==> src/rtl/cal_pkg.sv <==
package cal_pkg;

    localparam logic [2:0] OSC_RUN   = 3'b010;
    localparam int         NUM_FLD   = 7;
    localparam int         FLD_SEC   = 0;
    localparam int         FLD_MIN   = 1;
    localparam int         FLD_HOUR  = 2;
    localparam int         FLD_WDAY  = 3;
    localparam int         FLD_MDAY  = 4;
    localparam int         FLD_MON   = 5;
    localparam int         FLD_YEAR  = 6;
    localparam logic [7:0] EVT_ALARM = 8'hA0;
    localparam logic [7:0] EVT_UPD   = 8'h90;
    localparam logic [1:0] DONT_CARE = 2'b11;

    typedef enum logic [1:0] {
        ST_IDLE = 2'd0,
        ST_UPD  = 2'd1,
        ST_POST = 2'd2
    } cal_state_e;

    typedef struct packed {
        logic [5:0] sec;
        logic [5:0] min;
        logic [4:0] hour;
        logic [2:0] wday;
        logic [4:0] mday;
        logic [3:0] mon;
        logic [6:0] year;
    } cal_time_t;

    function automatic logic [7:0] enc_val(input logic [6:0] v, input logic bin);
        logic [6:0] tens;
        logic [6:0] ones;
        tens = v / 7'd10;
        ones = v % 7'd10;
        return bin ? {1'b0, v} : {tens[3:0], ones[3:0]};
    endfunction

    function automatic logic [6:0] dec_val(input logic [7:0] b, input logic bin);
        return bin ? b[6:0] : (7'(b[7:4]) * 7'd10 + 7'(b[3:0]));
    endfunction

endpackage

==> src/rtl/cal_rollover.sv <==
module cal_rollover
    import cal_pkg::*;
#(
    parameter int BASE_YEAR = 2000
) (
    input  cal_time_t cur,
    output cal_time_t nxt
);
    logic       leap;
    logic [4:0] mlen;
    int         full_year;

    always_comb begin
        full_year = BASE_YEAR + int'(cur.year);
        leap = ((full_year % 4) == 0) &&
               (((full_year % 100) != 0) || ((full_year % 400) == 0));
        unique case (cur.mon)
            4'd2:                      mlen = leap ? 5'd29 : 5'd28;
            4'd4, 4'd6, 4'd9, 4'd11:   mlen = 5'd30;
            default:                   mlen = 5'd31;
        endcase
    end

    always_comb begin
        nxt = cur;
        if (cur.sec >= 6'd59) begin
            nxt.sec = 6'd0;
            if (cur.min >= 6'd59) begin
                nxt.min = 6'd0;
                if (cur.hour >= 5'd23) begin
                    nxt.hour = 5'd0;
                    nxt.wday = (cur.wday >= 3'd7) ? 3'd1 : cur.wday + 3'd1;
                    if (cur.mday >= mlen) begin
                        nxt.mday = 5'd1;
                        if (cur.mon >= 4'd12) begin
                            nxt.mon  = 4'd1;
                            nxt.year = (cur.year >= 7'd99) ? 7'd0 : cur.year + 7'd1;
                        end else begin
                            nxt.mon = cur.mon + 4'd1;
                        end
                    end else begin
                        nxt.mday = cur.mday + 5'd1;
                    end
                end else begin
                    nxt.hour = cur.hour + 5'd1;
                end
            end else begin
                nxt.min = cur.min + 6'd1;
            end
        end else begin
            nxt.sec = cur.sec + 6'd1;
        end
    end
endmodule

==> src/rtl/cal_codec.sv <==
module cal_codec
    import cal_pkg::*;
(
    input  cal_time_t  t,
    input  logic       bin,
    input  logic       h24,
    output logic [7:0] fld [NUM_FLD]
);
    logic [6:0] raw [NUM_FLD];
    logic [4:0] h12;

    always_comb begin
        raw[FLD_SEC]  = 7'(t.sec);
        raw[FLD_MIN]  = 7'(t.min);
        raw[FLD_HOUR] = 7'(t.hour);
        raw[FLD_WDAY] = 7'(t.wday);
        raw[FLD_MDAY] = 7'(t.mday);
        raw[FLD_MON]  = 7'(t.mon);
        raw[FLD_YEAR] = t.year;
        h12 = (t.hour % 5'd12 == 5'd0) ? 5'd12 : (t.hour % 5'd12);
    end

    for (genvar g = 0; g < NUM_FLD; g++) begin : g_fld
        if (g == FLD_HOUR) begin : g_hour
            always_comb begin
                if (h24) fld[g] = enc_val(raw[g], bin);
                else     fld[g] = enc_val(7'(h12), bin) | {(t.hour >= 5'd12), 7'd0};
            end
        end else begin : g_plain
            always_comb fld[g] = enc_val(raw[g], bin);
        end
    end
endmodule

==> src/rtl/cal_alarm_cmp.sv <==
module cal_alarm_cmp
    import cal_pkg::*;
#(
    parameter int N = 3
) (
    input  logic [7:0] alm [N],
    input  logic [7:0] cur [N],
    output logic       match
);
    logic [N-1:0] hit;

    for (genvar i = 0; i < N; i++) begin : g_cmp
        assign hit[i] = (alm[i][7:6] == DONT_CARE) || (alm[i] == cur[i]);
    end

    assign match = &hit;
endmodule

==> src/rtl/cal_time_counter.sv <==
module cal_time_counter
    import cal_pkg::*;
#(
    parameter int UIP_CYCLES = 8,
    parameter int BASE_YEAR  = 2000
) (
    input  logic       clk,
    input  logic       rst_n,
    input  logic       sec_tick,
    input  logic       ctl_set,
    input  logic       ctl_binary,
    input  logic       ctl_24h,
    input  logic       ctl_alarm_en,
    input  logic       ctl_upd_en,
    input  logic [2:0] osc_sel,
    input  logic       wr_en,
    input  logic [2:0] wr_field,
    input  logic [7:0] wr_data,
    input  logic [7:0] alm_sec,
    input  logic [7:0] alm_min,
    input  logic [7:0] alm_hour,
    output logic [7:0] sec_o,
    output logic [7:0] min_o,
    output logic [7:0] hour_o,
    output logic [7:0] wday_o,
    output logic [7:0] mday_o,
    output logic [7:0] mon_o,
    output logic [7:0] year_o,
    output logic       uip_o,
    output logic [7:0] evt_flags
);
    localparam int CNT_W = $clog2(UIP_CYCLES + 1);
    localparam logic [CNT_W-1:0] CNT_LAST = CNT_W'(UIP_CYCLES - 1);

    cal_state_e       state_q, state_d;
    logic [CNT_W-1:0] cnt_q;
    cal_time_t        cur_q, nxt_t, wr_t;
    logic [7:0]       fld [NUM_FLD];
    logic [7:0]       alm_v [3];
    logic [7:0]       now_v [3];
    logic             alarm_hit;
    logic             run_ok;
    logic             commit;
    logic [6:0]       wr_dec;
    logic [6:0]       wr_h12;
    logic [6:0]       wr_hour;

    cal_rollover #(.BASE_YEAR(BASE_YEAR)) u_roll (
        .cur (cur_q),
        .nxt (nxt_t)
    );

    cal_codec u_codec (
        .t   (cur_q),
        .bin (ctl_binary),
        .h24 (ctl_24h),
        .fld (fld)
    );

    assign alm_v[0] = alm_sec;
    assign alm_v[1] = alm_min;
    assign alm_v[2] = alm_hour;
    assign now_v[0] = fld[FLD_SEC];
    assign now_v[1] = fld[FLD_MIN];
    assign now_v[2] = fld[FLD_HOUR];

    cal_alarm_cmp #(.N(3)) u_alarm (
        .alm   (alm_v),
        .cur   (now_v),
        .match (alarm_hit)
    );

    assign run_ok = (osc_sel == OSC_RUN) && !ctl_set;
    assign commit = (state_q == ST_UPD) && !ctl_set && (cnt_q == CNT_LAST);

    // next-state logic
    always_comb begin
        state_d = state_q;
        unique case (state_q)
            ST_IDLE: if (sec_tick && run_ok) state_d = ST_UPD;
            ST_UPD: begin
                if (ctl_set)                 state_d = ST_IDLE;
                else if (cnt_q == CNT_LAST)  state_d = ST_POST;
            end
            ST_POST: state_d = ST_IDLE;
            default: state_d = ST_IDLE;
        endcase
    end

    // state register
    always_ff @(posedge clk or negedge rst_n) begin
        if (!rst_n) begin
            state_q <= ST_IDLE;
            cnt_q   <= '0;
        end else begin
            state_q <= state_d;
            cnt_q   <= (state_d == ST_UPD && state_q == ST_UPD) ? cnt_q + 1'b1 : '0;
        end
    end

    // write decode in the current encoding
    always_comb begin
        wr_dec  = dec_val(wr_data, ctl_binary);
        wr_h12  = dec_val({1'b0, wr_data[6:0]}, ctl_binary);
        wr_hour = ((wr_h12 == 7'd12) ? 7'd0 : wr_h12) + (wr_data[7] ? 7'd12 : 7'd0);
        wr_t    = commit ? nxt_t : cur_q;
        unique case (int'(wr_field))
            FLD_SEC:  wr_t.sec  = wr_dec[5:0];
            FLD_MIN:  wr_t.min  = wr_dec[5:0];
            FLD_HOUR: wr_t.hour = ctl_24h ? wr_dec[4:0] : wr_hour[4:0];
            FLD_WDAY: wr_t.wday = wr_dec[2:0];
            FLD_MDAY: wr_t.mday = wr_dec[4:0];
            FLD_MON:  wr_t.mon  = wr_dec[3:0];
            FLD_YEAR: wr_t.year = wr_dec;
            default:  wr_t      = wr_t;
        endcase
    end

    // time register
    always_ff @(posedge clk or negedge rst_n) begin
        if (!rst_n) begin
            cur_q <= '{sec: 6'd0, min: 6'd0, hour: 5'd0, wday: 3'd1,
                       mday: 5'd1, mon: 4'd1, year: 7'd0};
        end else if (wr_en) begin
            cur_q <= wr_t;
        end else if (commit) begin
            cur_q <= nxt_t;
        end
    end

    // outputs
    always_comb begin
        sec_o     = fld[FLD_SEC];
        min_o     = fld[FLD_MIN];
        hour_o    = fld[FLD_HOUR];
        wday_o    = fld[FLD_WDAY];
        mday_o    = fld[FLD_MDAY];
        mon_o     = fld[FLD_MON];
        year_o    = fld[FLD_YEAR];
        uip_o     = (state_q == ST_UPD);
        evt_flags = 8'h00;
        if (state_q == ST_POST) begin
            if (ctl_alarm_en && alarm_hit) evt_flags = evt_flags | EVT_ALARM;
            if (ctl_upd_en)                evt_flags = evt_flags | EVT_UPD;
        end
    end
endmodule

==> config.mk <==
export PLATFORM = sky130hd
export DESIGN_NAME = cal_time_counter
export DESIGN_NICKNAME = d
export VERILOG_FILES = /design/src/rtl/cal_pkg.sv /design/src/rtl/cal_rollover.sv /design/src/rtl/cal_codec.sv /design/src/rtl/cal_alarm_cmp.sv /design/src/rtl/cal_time_counter.sv
export SDC_FILE = /design/constraint.sdc
export NUM_CORES = 1
export LEC_CHECK = 0
export CAP_MARGIN = 20
export CORE_UTILIZATION = 23
export DETAILED_ROUTE_END_ITERATION = 10
export PLACE_DENSITY = 0.49
export SLEW_MARGIN = 20
export SYNTH_ARGS = -nofsm -noshare
export SYNTH_HDL_FRONTEND = slang
export SYNTH_HIERARCHICAL = 1
export SYNTH_SLANG_ARGS = --single-unit
==> constraint.sdc <==
create_clock -name clk -period 20.6 [get_ports clk]
set_input_delay 3.09 -clock clk [delete_from_list [all_inputs] [get_ports clk]]
set_output_delay 3.09 -clock clk [all_outputs]
set_load 0.02 [all_outputs]
After elaboration in Yosys (flattened, before gate mapping)
Cells that the tools add are included.
{ "classes": {"n_eq_ne": 23, "n_bitwise": 2, "add_sub_neg": 12, "div_mod_pow": 19, "multipliers": 2, "muxes": 46, "reduce_logical": 21, "magnitude_cmp": 8} }
{ "op_table": {"columns": ["operator", "count"], "rows": [
  ["two-way mux 8 bit", 12],
  ["two-way mux 36 bit", 2],
  ["logical NOT 32 bit", 2],
  ["two-way mux 5 bit", 7],
  ["two-way mux 7 bit", 5],
  ["remainder unit 32 x 10 -> 32 bit (second input constant)", 1],
  ["remainder unit 32 x 8 -> 32 bit (second input constant)", 1],
  ["nonzero test 32 bit", 1],
  ["two-way mux 30 bit", 1],
  ["equality test 8 bit", 3],
  ["two-way mux 24 bit", 1],
  ["two-way mux 6 bit", 4],
  ["divider 5 x 4 -> 7 bit (second input constant)", 3],
  ["remainder unit 5 x 4 -> 7 bit (second input constant)", 3],
  ["two-way mux 19 bit", 1],
  ["two-way mux 4 bit", 4],
  ["adder 7 x 4 -> 7 bit", 2],
  ["divider 6 x 4 -> 7 bit (second input constant)", 2],
  ["remainder unit 6 x 4 -> 7 bit (second input constant)", 2],
  ["adder 11 x 7 -> 12 bit (first input constant)", 1],
  ["adder 6 x 1 -> 6 bit (second input constant)", 2],
  ["equality test 4 x 3 -> 1 bit (second input constant)", 3],
  [">= comparator 6 bit (second input constant)", 2],
  ["two-way mux 11 bit", 1],
  ["44 further kinds", 67]
]} }
{ "totals": {"output_inout_bits": 65, "regBits": 42, "inputBits": 47, "elab_cells": 142} }

Longest topological paths before layout
{ "depth": {"ltp_word": 15, "mapped_depth": 35} }

Cells and area by module
The synthesis kept the hierarchy.
{ "by_module_without_submodules": {"columns": ["mod", "area_per_inst_um2", "cells_each", "instances"], "rows": [
  ["cal_time_counter", 2572.5, 272, 1],
  ["cal_codec", 2362.3, 381, 1],
  ["cal_rollover", 2203.4, 339, 1],
  ["cal_alarm_cmp", 280.3, 34, 1]
]} }

Worst setup path after synthesis
OpenSTA, ideal clock, no wires.
{ "synth_path": {"path_kind": "input-to-output", "from": "input port ctl_binary", "to": "output port evt_flags[7]", "setup_slack_ns": 12.085, "n_path_buf": 2, "t_arrival_ns": 5.425, "cell_stages": 10, "cell_sequence": "clkbuf_1 > clkbuf_1 > nand2_1 > a32oi_1 > xor2_1 > nor4_1 > a22oi_1 > nor3_2 > and3_1 > or2_2"} }
{ "synth_between": {"elab_chain_cells": 10, "elab_cells_between_ends": 17} }
{ "synth_lines": {"columns": ["item", "line", "source"], "rows": [
  ["from (decl)", "cal_time_counter.sv:11", "input logic ctl_binary,"],
  ["two-way mux 8 bit", "cal_pkg.sv:37", "return bin ? {1'b0, v} : {tens[3:0], ones[3:0]};"],
  ["OR 8 bit", "cal_codec.sv:27", "else fld[g] = enc_val(7'(h12), bin) | {(t.hour >= 5'd12), 7'd0};"],
  ["two-way mux 8 bit (*)", "cal_codec.sv:26", "if (h24) fld[g] = enc_val(raw[g], bin);"],
  ["net hour_o[2]", "cal_time_counter.sv:24", "output logic [7:0] hour_o,"],
  ["equality test 8 bit (*)", "cal_alarm_cmp.sv:13", "assign hit[i] = (alm[i][7:6] == DONT_CARE) || (alm[i] == cur[i]);"],
  ["logical OR 1 bit (*)", "cal_alarm_cmp.sv:13", null],
  ["AND reduction 3 bit (*)", "cal_alarm_cmp.sv:16", "assign match = &hit;"],
  ["net alarm_hit", "cal_time_counter.sv:41", "logic alarm_hit;"],
  ["logical AND 1 bit (*)", "cal_time_counter.sv:143", "if (ctl_alarm_en && alarm_hit) evt_flags = evt_flags | EVT_ALARM;"],
  ["two-way mux 8 bit (*)", "cal_time_counter.sv:143", null],
  ["two-way mux 8 bit (*)", "cal_time_counter.sv:144", "if (ctl_upd_en) evt_flags = evt_flags | EVT_UPD;"],
  ["two-way mux 8 bit (*)", "cal_time_counter.sv:142", "if (state_q == ST_POST) begin"],
  ["to (decl)", "cal_time_counter.sv:30", "output logic [7:0] evt_flags"]
]} }
The timed path passes the listed nets; every way through them passes the cells marked *.

Worst setup path after layout
{ "layout_path": {"from": "input port ctl_binary", "to": "output port evt_flags[7]"} }
{ "layout_between": {"elab_chain_cells": 10, "elab_cells_between_ends": 17} }
{ "layout_lines": {"columns": ["item", "line"], "rows": [
  ["two-way mux 8 bit", "cal_pkg.sv:37"],
  ["OR 8 bit", "cal_codec.sv:27"],
  ["two-way mux 8 bit", "cal_codec.sv:26"],
  ["equality test 8 bit", "cal_alarm_cmp.sv:13"],
  ["logical OR 1 bit", "cal_alarm_cmp.sv:13"],
  ["AND reduction 3 bit (*)", "cal_alarm_cmp.sv:16"],
  ["net alarm_hit", "cal_time_counter.sv:41"],
  ["logical AND 1 bit (*)", "cal_time_counter.sv:143"],
  ["two-way mux 8 bit (*)", "cal_time_counter.sv:143"],
  ["two-way mux 8 bit (*)", "cal_time_counter.sv:144"],
  ["two-way mux 8 bit (*)", "cal_time_counter.sv:142"]
]} }
Marked as above.

==> metrics.log <==
[metrics] worst slew slack as a fraction of its limit: 26.9%
[metrics] post-layout min period: 10.07 ns
[metrics] Max-cap violations: 0
[metrics] commonest non-fill, non-tap cell in the layout: sky130_fd_sc_hd__nand2_1
[metrics] final HPWL from detailed placement: 15.6 mm
[metrics] Syn-to-layout area delta: 16.3%
[metrics] CP arrival: 6.98 ns
[metrics] pin count of the biggest net entering global routing: 53
[metrics] initial core utilization: 23.4%
[metrics] total die area: 33000 µm²
[metrics] worst supply voltage drop on vdd: 0.0000512 V
[metrics] setup repair after global routing missed its margin: false
[metrics] transition time at the pin with the least slew margin: 1.09 ns
[metrics] post-detailed-route DRC marker count: 0
[metrics] top_reg_cell synth: sky130_fd_sc_hd__dfrtp_1
[metrics] fraction of synthesis flops using an asynchronous set or reset pin: 100%
[metrics] worst r2r dst: cur_q[6]
[metrics] critical path endpoint category: output port
[metrics] clock transition at the registers of the reported paths: 0.06 ns
[metrics] post-synth cell types: 101
[metrics] buffer levels on the longest clock path: 2
[metrics] max-slew violation total from the final report: 0
[metrics] die width: 182 µm
[metrics] #FFs+latches synth: 42
[metrics] Core Box Area: 31600 µm²
[metrics] crit path launch type: input pin
[metrics] most frequent cells in the layout: sky130_fd_sc_hd__nand2_1, sky130_fd_sc_hd__clkdlybuf4s50_1, sky130_fd_sc_hd__nor2_1
[metrics] ant diodes: 0
[metrics] Power Dens Cells: 115 nW/µm²
[metrics] Worst Skew: 0.00769 ns
[metrics] post-DR wirelength/cell: 14.6 µm
[metrics] Yosys Warn Count: 6
[metrics] count of cells along the worst hold path: 1
[metrics] area of all sequential standard cells: 1050 µm²
[metrics] clock sinks: 42
[metrics] area used by multi-input combinational logic: 5740 µm²
[metrics] Final Net Count: 1161
[metrics] hold path startpoint: cnt_q[0]
[metrics] launching point of the worst reg2reg path: cur_q[4]
[metrics] Synth Area per Inst: 7.23 µm²
[metrics] hold buffers post-CTS: 0
[metrics] count of antenna-violating nets left after detailed routing: 0
[metrics] gr ovfl total: 0
[metrics] CTS H-tree depth: 2
[metrics] initial antenna violation count: 0
[metrics] CP Max Fanout: 52
[metrics] count of endpoints failing setup in the final report: 0
[metrics] insertion delay of the later-clocked pin in the worst-skew pair: 0.29 ns
[metrics] cell types occupying the most area after synthesis: sky130_fd_sc_hd__dfrtp_1, sky130_fd_sc_hd__ha_1, sky130_fd_sc_hd__nand2_1
[metrics] sequential-to-total area share from yosys stat: 14.2%
[metrics] accumulated negative setup slack: 0 ns
[metrics] class of the most critical hold timing path: reg -> reg
[metrics] count of standard-cell rows: 65
[metrics] fill cell total of the finished layout: 3424
[metrics] run status: finished clean
[metrics] number of hold violations in the final report: 0
[metrics] Worst Path Required: 17.51 ns
[metrics] Synth area leader: sky130_fd_sc_hd__dfrtp_1
[metrics] number of global-route vias before repair: 6926
[metrics] detailed router's first-iteration violation count: 572
[metrics] io pins: 112
[metrics] CTS Root Buffer Type: sky130_fd_sc_hd__clkbuf_16
[metrics] origin of the worst setup path: ctl_binary
[metrics] wire length of the first global-routing pass: 35.5 mm
[metrics] count of flip-flops with a built-in enable after synthesis: 0
[metrics] Synth top area share: 13.2%
[metrics] worst setup path class: in -> out
[metrics] Overall Power: 0.000996 W
[metrics] buffers inserted during post-CTS setup optimization: 0
[metrics] flop2flop setup slack: 12.18 ns
[metrics] height of the die: 182 µm
[metrics] gpl congestion: 0.820
[metrics] length in cells of the worst reg-to-reg path: 29
[metrics] Post-CTS Resized: 0
[metrics] hold endpoint: cnt_q[0]
[metrics] mapped cell area: 7420 µm²
[metrics] GRT Overall Usage: 12.8%
[metrics] vias: 7521
[metrics] cell count after synthesis: 1026
[metrics] highest clock frequency the design can meet: 99.3 MHz
[metrics] drt via density: 5.12
[metrics] final period utilization: 48.9%
[metrics] TritonCTS clock tree: built
[metrics] IO Port Bufs: 93
[metrics] drt total wl: 21.4 mm
[metrics] share of layout cells above drive strength 1: 7.31%
[metrics] Pre-Repair DR Iteration Count: 5
[metrics] leakage component of the power: 3.48 nW
[metrics] TritonCTS Buffers: 5
==> worst max-delay path, cell delays in order <==
cell                              delay, ns
sky130_fd_sc_hd__buf_2                 0.08
sky130_fd_sc_hd__buf_4                 0.48
sky130_fd_sc_hd__clkinv_1              0.77
sky130_fd_sc_hd__a41oi_1               0.38
sky130_fd_sc_hd__a21oi_1               0.09
sky130_fd_sc_hd__a211o_1               0.32
sky130_fd_sc_hd__xor2_1                0.17
sky130_fd_sc_hd__nor4_1                0.29
sky130_fd_sc_hd__a22oi_1               0.13
sky130_fd_sc_hd__nor3_2                0.26
sky130_fd_sc_hd__and3_1                0.21
sky130_fd_sc_hd__or2_2                 0.10
sky130_fd_sc_hd__clkdlybuf4s50_1       0.59
==> how the worst max path moves through the flow <==
stage | endpoint | slack, ns
finish | evt_flags[7] | 10.53
global route | evt_flags[7] | 10.14
CTS | evt_flags[7] | 10.52
detailed placement | evt_flags[7] | 10.53
global placement | evt_flags[7] | 10.62
floorplan | evt_flags[7] | 12.09
==> cell type report <==
cell class	count	share of cell area, %
multi-input cells	864	66.5
well taps	402	5.83
flip-flops and latches	42	12.2
clock buffers	6	1.49
inverters	49	2.13
repair buffers	104	11.6
clock inverters	2	0.159
==> cell usage after synthesis, types with 6 or more instances <==
library cell,instances
sky130_fd_sc_hd__buf_2,17
sky130_fd_sc_hd__nor4_1,12
sky130_fd_sc_hd__nand3b_1,7
sky130_fd_sc_hd__nand2_1,110
sky130_fd_sc_hd__xnor2_1,19
sky130_fd_sc_hd__a21o_1,13
sky130_fd_sc_hd__ha_1,45
sky130_fd_sc_hd__a31oi_1,22
sky130_fd_sc_hd__nand4b_1,6
sky130_fd_sc_hd__o31ai_1,8
sky130_fd_sc_hd__a22oi_1,11
sky130_fd_sc_hd__nor2b_1,20
sky130_fd_sc_hd__or2_2,7
sky130_fd_sc_hd__o211ai_1,9
sky130_fd_sc_hd__o21ai_0,79
sky130_fd_sc_hd__nor4b_1,6
sky130_fd_sc_hd__nor2_1,81
sky130_fd_sc_hd__a21oi_1,67
sky130_fd_sc_hd__o21a_1,13
sky130_fd_sc_hd__and2_0,8
sky130_fd_sc_hd__o221ai_1,6
sky130_fd_sc_hd__mux2_2,13
sky130_fd_sc_hd__and2_1,9
sky130_fd_sc_hd__nand3_1,29
sky130_fd_sc_hd__clkbuf_1,34
sky130_fd_sc_hd__mux2i_1,25
sky130_fd_sc_hd__inv_1,45
sky130_fd_sc_hd__nand4_1,6
sky130_fd_sc_hd__nand2b_1,15
sky130_fd_sc_hd__dfrtp_1,39
sky130_fd_sc_hd__buf_4,30
sky130_fd_sc_hd__xor2_1,33
sky130_fd_sc_hd__a211oi_1,12
sky130_fd_sc_hd__nor3_1,27
sky130_fd_sc_hd__and3_1,8
==> state kept, by name (all words and copies together) (netlist names) <==
| signal | count |
|---|---|
| cnt_q | 4 |
| cur_q | 36 |
| state_q | 2 |
==> power by group <==
| group | switching (W) | internal [W] | leakage (nW) |
|---|---|---|---|
| combinational | 0.000439 | 0.000331 | 2.91 |
| sequential | 0.0000468 | 0.0000988 | 0.504 |
| clock | 0.0000356 | 0.0000451 | 0.0708 |
==> metrics by stage <==
stage	hold slack, ns	util, %	cells	worst slack (ns)	instance area (µm²)
after floorplan	0.433	-	1043	12.09	7480
after CTS	0.471	27.3	1469	10.52	8630
after global routing	0.482	27.3	1469	10.14	8630
after detailed placement	0.462	26.8	1461	10.53	8490
final	0.460	27.3	1469	10.53	8630
after global placement	0.459	26.8	1461	10.62	8490
==> kinds of logic after synthesis <==
group,count (synthesis),share of synthesized area [%]
AO/OA/AOI/OAI,319,29.3
adder cells (fa/ha/maj),50,8.67
buffers and inverters,137,9.24
XOR/XNOR,53,6.36
other,2,0.101
multiplexers,40,5.70
flip-flops,42,14.2
AND/OR/NAND/NOR,383,26.4
==> layer usage <==
layer  global-route usage, %  share of wire (%)  vias to the layer above  routed length (µm)
met5                       0                  0                        -                   0
met4                    1.69               0.60                        0                 129
met3                    1.14                3.2                        9                 684
met2                    20.8                 45                      142                9650
met1                    18.6                 51                     3602               10900
li1                        -                  -                     3768                   -
No activity file was read; power rests on OpenSTA's default activity.
